**src/rtl/wdiv_pkg.sv**
```systemverilog
package wdiv_pkg;
  localparam int unsigned WORD_W = 32;
  localparam logic [5:0] MAJOR_DIV = 6'd31;
  localparam logic [8:0] MINOR_UNS = 9'd459;
  localparam logic [8:0] MINOR_SGN = 9'd491;

  typedef struct packed {
    logic sgn;   // two's complement operands
    logic oe;    // overflow flag requested
    logic rc;    // comparison flags requested
  } wdiv_ctl_t;
endpackage

```
**src/rtl/wdiv_decode.sv**
```systemverilog
module wdiv_decode
  import wdiv_pkg::*;
(
  input  logic [31:0] instr,
  output logic        hit,
  output wdiv_ctl_t   ctl
);
  logic [5:0] major;
  logic [8:0] minor;
  logic       unused_fields;

  assign major = instr[31:26];
  assign minor = instr[9:1];
  assign unused_fields = ^instr[25:11];

  always_comb begin
    hit     = (major == MAJOR_DIV) && ((minor == MINOR_UNS) || (minor == MINOR_SGN));
    ctl.sgn = (minor == MINOR_SGN);
    ctl.oe  = instr[10];
    ctl.rc  = instr[0];
  end
endmodule

```
**src/rtl/wdiv_iter.sv**
```systemverilog
module wdiv_iter #(
  parameter int unsigned W        = 32,
  parameter int unsigned BITS_CYC = 2
) (
  input  logic         clk,
  input  logic         rst_n,
  input  logic         load,
  input  logic         step,
  input  logic [W-1:0] dividend,
  input  logic [W-1:0] divisor,
  output logic [W-1:0] quo
);
  logic [W-1:0] rem_q, quo_q, dvs_q;
  logic [W-1:0] rem_c [BITS_CYC+1];
  logic [W-1:0] quo_c [BITS_CYC+1];

  assign rem_c[0] = rem_q;
  assign quo_c[0] = quo_q;

  for (genvar g = 0; g < BITS_CYC; g++) begin : g_stage
    logic [W:0] shifted;
    logic       fits;
    assign shifted = {rem_c[g], quo_c[g][W-1]};
    assign fits    = shifted >= {1'b0, dvs_q};
    assign rem_c[g+1] = fits ? W'(shifted - {1'b0, dvs_q}) : shifted[W-1:0];
    assign quo_c[g+1] = {quo_c[g][W-2:0], fits};
  end

  always_ff @(posedge clk or negedge rst_n) begin
    if (!rst_n) begin
      rem_q <= '0;
      quo_q <= '0;
      dvs_q <= '0;
    end else if (load) begin
      rem_q <= '0;
      quo_q <= dividend;
      dvs_q <= divisor;
    end else if (step) begin
      rem_q <= rem_c[BITS_CYC];
      quo_q <= quo_c[BITS_CYC];
    end
  end

  assign quo = quo_q;

  // a partial remainder never reaches the divisor once it is nonzero
  a_r2_rem_below_divisor: assert property (@(posedge clk) disable iff (!rst_n)
    (dvs_q != '0) |-> (rem_q < dvs_q));
endmodule

```
**src/rtl/wdiv_post.sv**
```systemverilog
module wdiv_post
  import wdiv_pkg::*;
#(
  parameter int unsigned W = 32
) (
  input  logic [W-1:0] mag_quo,
  input  logic         negate,
  input  logic         excp,
  input  wdiv_ctl_t    ctl,
  output logic [W-1:0] quo,
  output logic         ovf,
  output logic [2:0]   flags
);
  logic [W-1:0] signed_quo;

  always_comb begin
    signed_quo = negate ? W'(-mag_quo) : mag_quo;
    quo        = excp ? '0 : signed_quo;
    ovf        = excp & ctl.oe;
    if (ctl.rc)
      flags = {quo[W-1], ~quo[W-1] & (|quo), ~(|quo)};
    else
      flags = 3'b000;
  end
endmodule

```
**src/rtl/word_divider.sv**
```systemverilog
module word_divider
  import wdiv_pkg::*;
#(
  parameter int unsigned LATENCY  = 20,
  parameter int unsigned BITS_CYC = 2
) (
  input  logic        clk,
  input  logic        rst_n,
  input  logic        in_valid,
  output logic        in_ready,
  input  logic [31:0] instr,
  input  logic [31:0] op_a,
  input  logic [31:0] op_b,
  output logic        out_valid,
  output logic [31:0] quotient,
  output logic        ovf,
  output logic [2:0]  cmp_flags
);
  localparam int unsigned STEPS = WORD_W / BITS_CYC;
  localparam int unsigned CW    = $clog2(LATENCY + 2);

  logic          hit, accept, step, finish;
  wdiv_ctl_t     dec_ctl, ctl_q;
  logic          busy_q, neg_q, excp_q;
  logic [CW-1:0] cnt_q;
  logic [31:0]   mag_a, mag_b, raw_quo, fin_quo;
  logic          fin_ovf;
  logic [2:0]    fin_flags;

  wdiv_decode u_dec (.instr(instr), .hit(hit), .ctl(dec_ctl));

  assign in_ready = ~busy_q;
  assign accept   = in_valid & ~busy_q & hit;
  assign mag_a    = (dec_ctl.sgn & op_a[31]) ? 32'(-op_a) : op_a;
  assign mag_b    = (dec_ctl.sgn & op_b[31]) ? 32'(-op_b) : op_b;
  assign step     = busy_q && (cnt_q <= CW'(STEPS));
  assign finish   = busy_q && (cnt_q == CW'(LATENCY));

  always_ff @(posedge clk or negedge rst_n) begin
    if (!rst_n) begin
      busy_q <= 1'b0;
      cnt_q  <= '0;
      ctl_q  <= '0;
      neg_q  <= 1'b0;
      excp_q <= 1'b0;
    end else if (accept) begin
      busy_q <= 1'b1;
      cnt_q  <= CW'(1);
      ctl_q  <= dec_ctl;
      neg_q  <= dec_ctl.sgn & (op_a[31] ^ op_b[31]);
      excp_q <= (op_b == '0) ||
                (dec_ctl.sgn && (op_a == 32'h8000_0000) && (op_b == 32'hFFFF_FFFF));
    end else if (finish) begin
      busy_q <= 1'b0;
      cnt_q  <= '0;
    end else if (busy_q) begin
      cnt_q  <= cnt_q + CW'(1);
    end
  end

  wdiv_iter #(.W(WORD_W), .BITS_CYC(BITS_CYC)) u_iter (
    .clk(clk), .rst_n(rst_n), .load(accept), .step(step),
    .dividend(mag_a), .divisor(mag_b), .quo(raw_quo)
  );

  wdiv_post #(.W(WORD_W)) u_post (
    .mag_quo(raw_quo), .negate(neg_q), .excp(excp_q), .ctl(ctl_q),
    .quo(fin_quo), .ovf(fin_ovf), .flags(fin_flags)
  );

  always_ff @(posedge clk or negedge rst_n) begin
    if (!rst_n) begin
      out_valid <= 1'b0;
      quotient  <= '0;
      ovf       <= 1'b0;
      cmp_flags <= '0;
    end else begin
      out_valid <= finish;
      if (finish) begin
        quotient  <= fin_quo;
        ovf       <= fin_ovf;
        cmp_flags <= fin_flags;
      end
    end
  end

  // independent distance counter for the latency check
  logic [CW:0] chk_dist;
  always_ff @(posedge clk or negedge rst_n) begin
    if (!rst_n)                        chk_dist <= '0;
    else if (in_valid && in_ready && hit) chk_dist <= (CW+1)'(1);
    else if (out_valid)                chk_dist <= '0;
    else if (chk_dist != '0)           chk_dist <= chk_dist + (CW+1)'(1);
  end

  a_r4_latency: assert property (@(posedge clk) disable iff (!rst_n)
    out_valid |-> (chk_dist == (CW+1)'(LATENCY + 1)));
  a_r5_single_pulse: assert property (@(posedge clk) disable iff (!rst_n)
    out_valid |=> !out_valid);
  a_r5_ready_at_result: assert property (@(posedge clk) disable iff (!rst_n)
    out_valid |-> in_ready);
  a_r6_zero_on_ovf: assert property (@(posedge clk) disable iff (!rst_n)
    ovf |-> (quotient == '0));
  a_r7_flags_exclusive: assert property (@(posedge clk) disable iff (!rst_n)
    $onehot0(cmp_flags));
  a_r9_hold: assert property (@(posedge clk) disable iff (!rst_n)
    !out_valid |=> $stable(quotient) || out_valid);
endmodule

```
**config.mk**
```make
export PLATFORM = sky130hd
export DESIGN_NAME = word_divider
export DESIGN_NICKNAME = d
export VERILOG_FILES = /design/src/rtl/wdiv_pkg.sv /design/src/rtl/wdiv_decode.sv /design/src/rtl/wdiv_iter.sv /design/src/rtl/wdiv_post.sv /design/src/rtl/word_divider.sv
export SDC_FILE = /design/constraint.sdc
export NUM_CORES = 1
export LEC_CHECK = 0
export BUFFER_PORTS_ARGS = -buffer_cell sky130_fd_sc_hd__buf_2
export CORE_ASPECT_RATIO = 0.75
export CORE_MARGIN = 2
export CORE_UTILIZATION = 48
export DETAILED_ROUTE_END_ITERATION = 8
export GPL_TIMING_DRIVEN = 0
export HOLD_SLACK_MARGIN = 0.08
export PLACE_DENSITY = 0.73
export SYNTH_ARGS = -nofsm -noshare
export SYNTH_HDL_FRONTEND = slang
export SYNTH_SLANG_ARGS = --single-unit
```
**constraint.sdc**
```tcl
create_clock -name clk -period 5.21 [get_ports clk]
set_input_delay 0.7815 -clock clk [delete_from_list [all_inputs] [get_ports clk]]
set_output_delay 0.7815 -clock clk [all_outputs]
set_load 0.03 [all_outputs]
```
# Word-level counts from Yosys, hierarchy flattened
# Index checks and enable logic that the tools add are counted.
[classes]
bitwise = 11
n_addsub = 6
eq_ne = 6
order_cmp = 3
muxes = 16
n_reduce_logical = 12
[ops]
columns = ["cell", "count"]
rows = [
  ["$mux W32", 10],
  ["$neg A32 Y32", 3],
  ["$ge A33 B32 Y1", 2],
  ["$eq A32 B32 Y1 const B", 2],
  ["$sub A32 B32 Y32", 2],
  ["$logic_not A32 Y1", 1],
  ["$reduce_or A32 Y1", 1],
  ["$eq A9 B9 Y1 const B", 2],
  ["$mux W5", 3],
  ["$and A1 B1 Y1", 7],
  ["$eq A6 B5 Y1 const B", 1],
  ["$add A5 B1 Y5 const B", 1],
  ["$eq A5 B5 Y1 const B", 1],
  ["$le A5 B5 Y1 const B", 1],
  ["$logic_and A1 B1 Y1", 5],
  ["$reduce_bool A2 Y1", 2],
  ["$mux W3", 1],
  ["$not A1 Y1", 3],
  ["$reduce_bool A3 Y1", 1],
  ["$logic_or A1 B1 Y1", 2],
  ["$mux W1", 2],
  ["$xor A1 B1 Y1", 1],
]
[word_totals]
regBits = 143
word_cells = 67
out_inout_bits = 38
in_bits = 99

# Longest topological paths before layout
[logic_depth]
word_depth = 6
mapped_depth = 25
depth_no_buf = 23

# Hierarchy
# A second synthesis with hierarchy kept.
[hier_totals]
cells_unflattened = 1526
area_unflattened_um2 = 12749.7
[by_module_without_submodules]
columns = ["mod", "seq_area_each_um2", "instances", "area_each_um2", "cells_each"]
rows = [
  ["wdiv_iter", 2402.3, 1, 7993.9, 957],
  ["word_divider", 1201.2, 1, 3454.6, 369],
  ["wdiv_post", 0.0, 1, 1219.9, 191],
  ["wdiv_decode", 0.0, 1, 81.3, 9],
]

# Least setup slack after synthesis
# OpenSTA, ideal clock, no wires.
[synth_timing]
path_kind = "register -> register"
from = "reg u_iter.rem_q[17]"
to = "reg u_iter.rem_q[13]"
t_required_ps = 5084
stages_incl_launch_ff = 24
setup_ps = 126
arrival_time_ps = 5239
n_path_buf = 3
synth_period_minus_slack_ps = 5365
path_slack_ps = -155
path_cell_list = "dfrtp_1 -> ha_1 -> clkbuf_1 -> and3_1 -> nand2_1 -> nor2_1 -> nand3_1 -> o211ai_1 -> a21oi_1 -> o21ai_0 -> clkbuf_1 -> mux2_2 -> ha_1 -> and4_1 -> o211a_1 -> o31ai_1 -> a22oi_1 -> o21bai_1 -> o21ai_0 -> o2111ai_1 -> o311ai_1 -> buf_2 -> nor2_1 -> a221o_1"
[synth_between]
elab_chain_len = 6
word_cells_on_any_way = 8
classes_between = "add/sub (2); order compare (2); mux (4)"
[synth_lines]
columns = ["item", "line", "text"]
rows = [
  ["start: declaration", "wdiv_iter.sv:13", "logic [W-1:0] rem_q, quo_q, dvs_q;"],
  ["start signal: assignment", "wdiv_iter.sv:39", "rem_q <= rem_c[BITS_CYC];"],
  ["$ge A33 B32 Y1 / $sub A32 B32 Y32 (equally long branches)", "wdiv_iter.sv:24, wdiv_iter.sv:25", ""],
  ["$mux W32 *", "wdiv_iter.sv:25", "assign rem_c[g+1] = fits ? W'(shifted - {1'b0, dvs_q}) : shifted[W-1:0];"],
  ["$sub A32 B32 Y32 / $ge A33 B32 Y1 (equally long branches)", "wdiv_iter.sv:25, wdiv_iter.sv:24", ""],
  ["$mux W32 *", "wdiv_iter.sv:25", ""],
  ["$mux W32 *", "wdiv_iter.sv:38", "end else if (step) begin"],
  ["$mux W32 *", "wdiv_iter.sv:34", "end else if (load) begin"],
]
# Mark *: on every way between the ends. The rest lies on a longest branch, timed or not. The select of a mux whose other input is x is not followed.
# A chain may end at the register's enable or synchronous reset.

# Worst setup path after layout
[layout_timing]
from = "reg u_iter.quo_q[31], in the netlist u_iter.quo[31]"
to = "reg u_iter.rem_q[30]"
[layout_between]
elab_chain_len = 6
word_cells_on_any_way = 8
classes_between = "add/sub (2); order compare (2); mux (4)"
[layout_lines]
columns = ["item", "line", "text"]
rows = [
  ["start: declaration", "wdiv_iter.sv:13", ""],
  ["start signal: assignment", "wdiv_iter.sv:36", "quo_q <= dividend;"],
  ["start signal: assignment", "wdiv_iter.sv:40", "quo_q <= quo_c[BITS_CYC];"],
  ["$sub A32 B32 Y32 / $ge A33 B32 Y1 (equally long branches)", "wdiv_iter.sv:25, wdiv_iter.sv:24", ""],
  ["$mux W32 *", "wdiv_iter.sv:25", ""],
  ["$sub A32 B32 Y32 / $ge A33 B32 Y1 (equally long branches)", "wdiv_iter.sv:25, wdiv_iter.sv:24", ""],
  ["$mux W32 *", "wdiv_iter.sv:25", ""],
  ["$mux W32 *", "wdiv_iter.sv:38", ""],
  ["$mux W32 *", "wdiv_iter.sv:34", ""],
]
# Marks and branches as above.

==> impl_metrics.json <==
{
  "drc_errors": 0,
  "setup_ws_ns": -0.0812,
  "place_congestion": 0.936,
  "firstDrtPassIters": 8,
  "grt_overflow": 0,
  "synth_area_leader_cell": "dfrtp_1",
  "ys_top_cells_by_area": "dfrtp_1 (30%), ha_1 (7.4%), o21ai_0 (6.7%)",
  "synth_edf_count": 0,
  "root_buffer": "clkbuf_16",
  "path_cells": "inv_2 > ha_4 > inv_2 > fa_2 > a211oi_2 > nor2_2 > a211o_1 > a221o_1 > nor2_2 > buf_4 > xnor2_1 > mux2_4 > ha_4 > a21oi_4 > o21bai_1 > a21o_1 > a21o_1 > or3_4 > o2111ai_4 > o311ai_4 > buf_6 > and2_4 > a221o_1",
  "worstMarginPinSlew_ns": 1.26,
  "io_pins": 137,
  "nets": 1811,
  "clkSinkCount": 143,
  "first_iter_violations": 1527,
  "synth_nets": 1617,
  "io_buffers": 121,
  "core_area_mm2": 0.0241,
  "syn_inst": 1446,
  "max_stage_delay_ns": 0.44,
  "clk_path_buf_depth": 2,
  "die-area_mm2": 0.0259,
  "ys_async_sr_fraction_pct": 100,
  "rows": 49,
  "start_kind": "flop",
  "fin_worst_skew_ns": 0.00918,
  "grt_antenna_before_repair": 1,
  "floorplan.initialDensity_pct": 49.1,
  "synth_flop_cell": "dfrtp_1",
  "synth_warnings": 0,
  "critPathArrivalTime_ns": 5.62,
  "rsz0062_at_grt": "yes",
  "ant_nets": 0,
  "r2r-start": "u_iter.quo[31]$_DFFE_PN0P_",
  "clk_pin_slew_worst_paths_ns": 0.06,
  "htree_levels": 4,
  "end_kind": "flop",
  "final-hold-violation-count": 0,
  "drv_cap": 0,
  "max-vdd-ir-drop_mv": 0.259,
  "synth_cell_types": 73,
  "fin_crit_sh_pct": 102,
  "fin_crit_ns": 5.29,
  "fmax_mhz": 189,
  "power.density_mw_per_mm2": 175,
  "synthToLayoutAreaGrowth_pct": 25.0,
  "hp-class": "in2async",
  "finalPower_mw": 2.58,
  "fin_setup_tns_ns": -0.764,
  "ys_seq_area_share_pct": 30.3,
  "grt_pass1_vias": 10937,
  "grt_start_max_net_pins": 95,
  "cp-startpoint": "u_iter.quo[31]$_DFFE_PN0P_",
  "ctsHoldBuffers": 0,
  "multi_input_area_mm2": 0.00848,
  "vias": 12466,
  "syn_area_mm2": 0.0118,
  "dp_hpwl_um": 30400,
  "clk_latency_ns": 0.45,
  "slew_viol_final": 0,
  "vias_per_cell": 6.28,
  "crit_fanout": 6,
  "critical_path_class": "reg2reg",
  "synth_seq_cells": 143,
  "wirelength_um": 41800,
  "synth_top_area_share_pct": 30.3,
  "p_leak_nw": 6.39,
  "grt_usage_pct": 31.2,
  "maxSlewHeadroom_pct": 15.3,
  "status": "finished with violations",
  "seq_area_mm2": 0.00358,
  "critPathRequiredTime_ns": 5.54,
  "cts_tree": "built",
  "cts_made_buffers": 17,
  "die_w_um": 185,
  "failed_checks": "setup timing",
  "drive_above_1_share_pct": 22.7,
  "cpMaxStageDelayCell": "a221o_1",
  "dp_worst_setup_slack_ns": -1.78,
  "wl_per_cell_um": 21.1,
  "setup_viol": 25,
  "fp.dieH_um": 140,
  "grt_pass1_wl_um": 62100,
  "fillCellCount": 2071,
  "avgSynthCellArea_um2": 8.18
}
==> worst max-delay path: cells and delay by family (launching register included) <==
kind / cells / cell delay, ns
AO/OA/AOI/OAI: 10 / 2.38
AND/OR/NAND/NOR: 4 / 0.81
adder cells (fa/ha/maj): 3 / 0.73
buffers and inverters: 4 / 0.49
flip-flops: 1 / 0.40
multiplexers: 1 / 0.29
XOR/XNOR: 1 / 0.06
==> synthesized netlist by cell type, drive strengths merged, types with 31 or more instances <==
library cell    n
a22oi          31
o31ai          42
dfrtp         143
xnor2          77
clkbuf         63
mux2i          32
inv            74
a21oi          88
nor2           84
ha             70
o21ai         159
xor2           66
nand2         181
==> state kept, by name (all words and copies together), names as in the netlist <==
signal and count:
cnt_q 5, cmp_flags 3, excp_q 1, neg_q 1
u_iter.rem_q 32, busy_q 1, quotient 32, out_valid 1
u_iter.quo 32, u_iter.dvs_q 32, ovf 1, ctl_q 2
==> cell type report <==
type | instances | area share [%]
flip-flops and latches | 143 | 24.2
plain buffers | 60 | 1.98
multi-input cells | 1159 | 57.4
clock inverters | 14 | 0.906
inverters | 74 | 1.90
repair buffers | 185 | 7.81
diodes | 1 | 0.0169
clock buffers | 18 | 2.97
well taps | 331 | 2.80
==> path summary, 6_finish.rpt <==
| kind | cells after the start | slack, ns | to |
|---|---|---|---|
| max | 23 | -0.08 | u_iter.rem_q[30]$_DFFE_PN0P_ |
| min | 1 | 0.28 | u_iter.quo[13]$_DFFE_PN0P_ |
| max reg2reg | 23 | -0.08 | u_iter.rem_q[30]$_DFFE_PN0P_ |
| min reg2reg | 2 | 0.46 | ovf$_DFFE_PN0P_ |
| max in group asynchronous | 2 | 4.06 | u_iter.dvs_q[9]$_DFFE_PN0P_ |
| min in group clk | 2 | 0.46 | ovf$_DFFE_PN0P_ |
==> placed cells by master, fill, tap and decap left out, drive strengths merged, types with 26 or more instances in the layout <==
| cell | synthesis | layout |
|---|---|---|
| a21oi | 88 | 88 |
| o21ai | 159 | 159 |
| xor2 | 66 | 66 |
| clkbuf | 63 | 69 |
| mux2 | 26 | 26 |
| ha | 70 | 70 |
| a22oi | 31 | 31 |
| xnor2 | 77 | 77 |
| inv | 74 | 78 |
| nand2 | 181 | 181 |
| dfrtp | 143 | 143 |
| nand3 | 27 | 27 |
| buf | 7 | 194 |
| mux2i | 32 | 32 |
| o31ai | 42 | 42 |
| nor2 | 84 | 84 |
==> power breakdown <==
part	internal, mW	switching [mW]	leakage [nW]
registers	1.12	0.0102	1.84
clock network	0.676	0.547	0.271
logic	0.0973	0.137	4.28
==> timing repair <==
item	4_1_cts	5_1_grt
endpoints found under the setup margin	33	33
pin swaps	19	47
buffers inserted	25	36
resized for setup	79	141
cloned	3	0
==> kinds of logic after synthesis <==
kind of cell               count (synthesis)  share of synthesized area [%]
AOI/OAI and AO/OA                        449                           23.9
adders and majority gates                 72                           7.75
muxes                                     58                           5.18
buffers and inverters                    144                           4.61
and+or+nand+nor                          437                           17.7
DFF                                      143                           30.3
xor gates and xnor gates                 143                           10.6
==> routing by layer <==
layer / share of wire (%) / vias to the layer above / track usage [%]
met5: 0 / - / 0
met4: 2.2 / 0 / 8.31
met3: 11 / 95 / 8.03
met2: 41 / 739 / 41.6
met1: 46 / 6002 / 48.9
li1: - / 5630 / -
==> per-stage QoR <==
step	cell area (µm²)	util, %	std cells	hold slack (ns)
detailed placement	12900	53.5	1899	0.452
global placement	12800	53.3	1898	0.450
global route	14800	61.3	1985	0.313
floorplan	11800	-	1446	0.446
CTS	14000	58.1	1954	0.299
finish	14800	61.3	1985	0.284
Note: power is estimated with default switching activity, not from simulation.
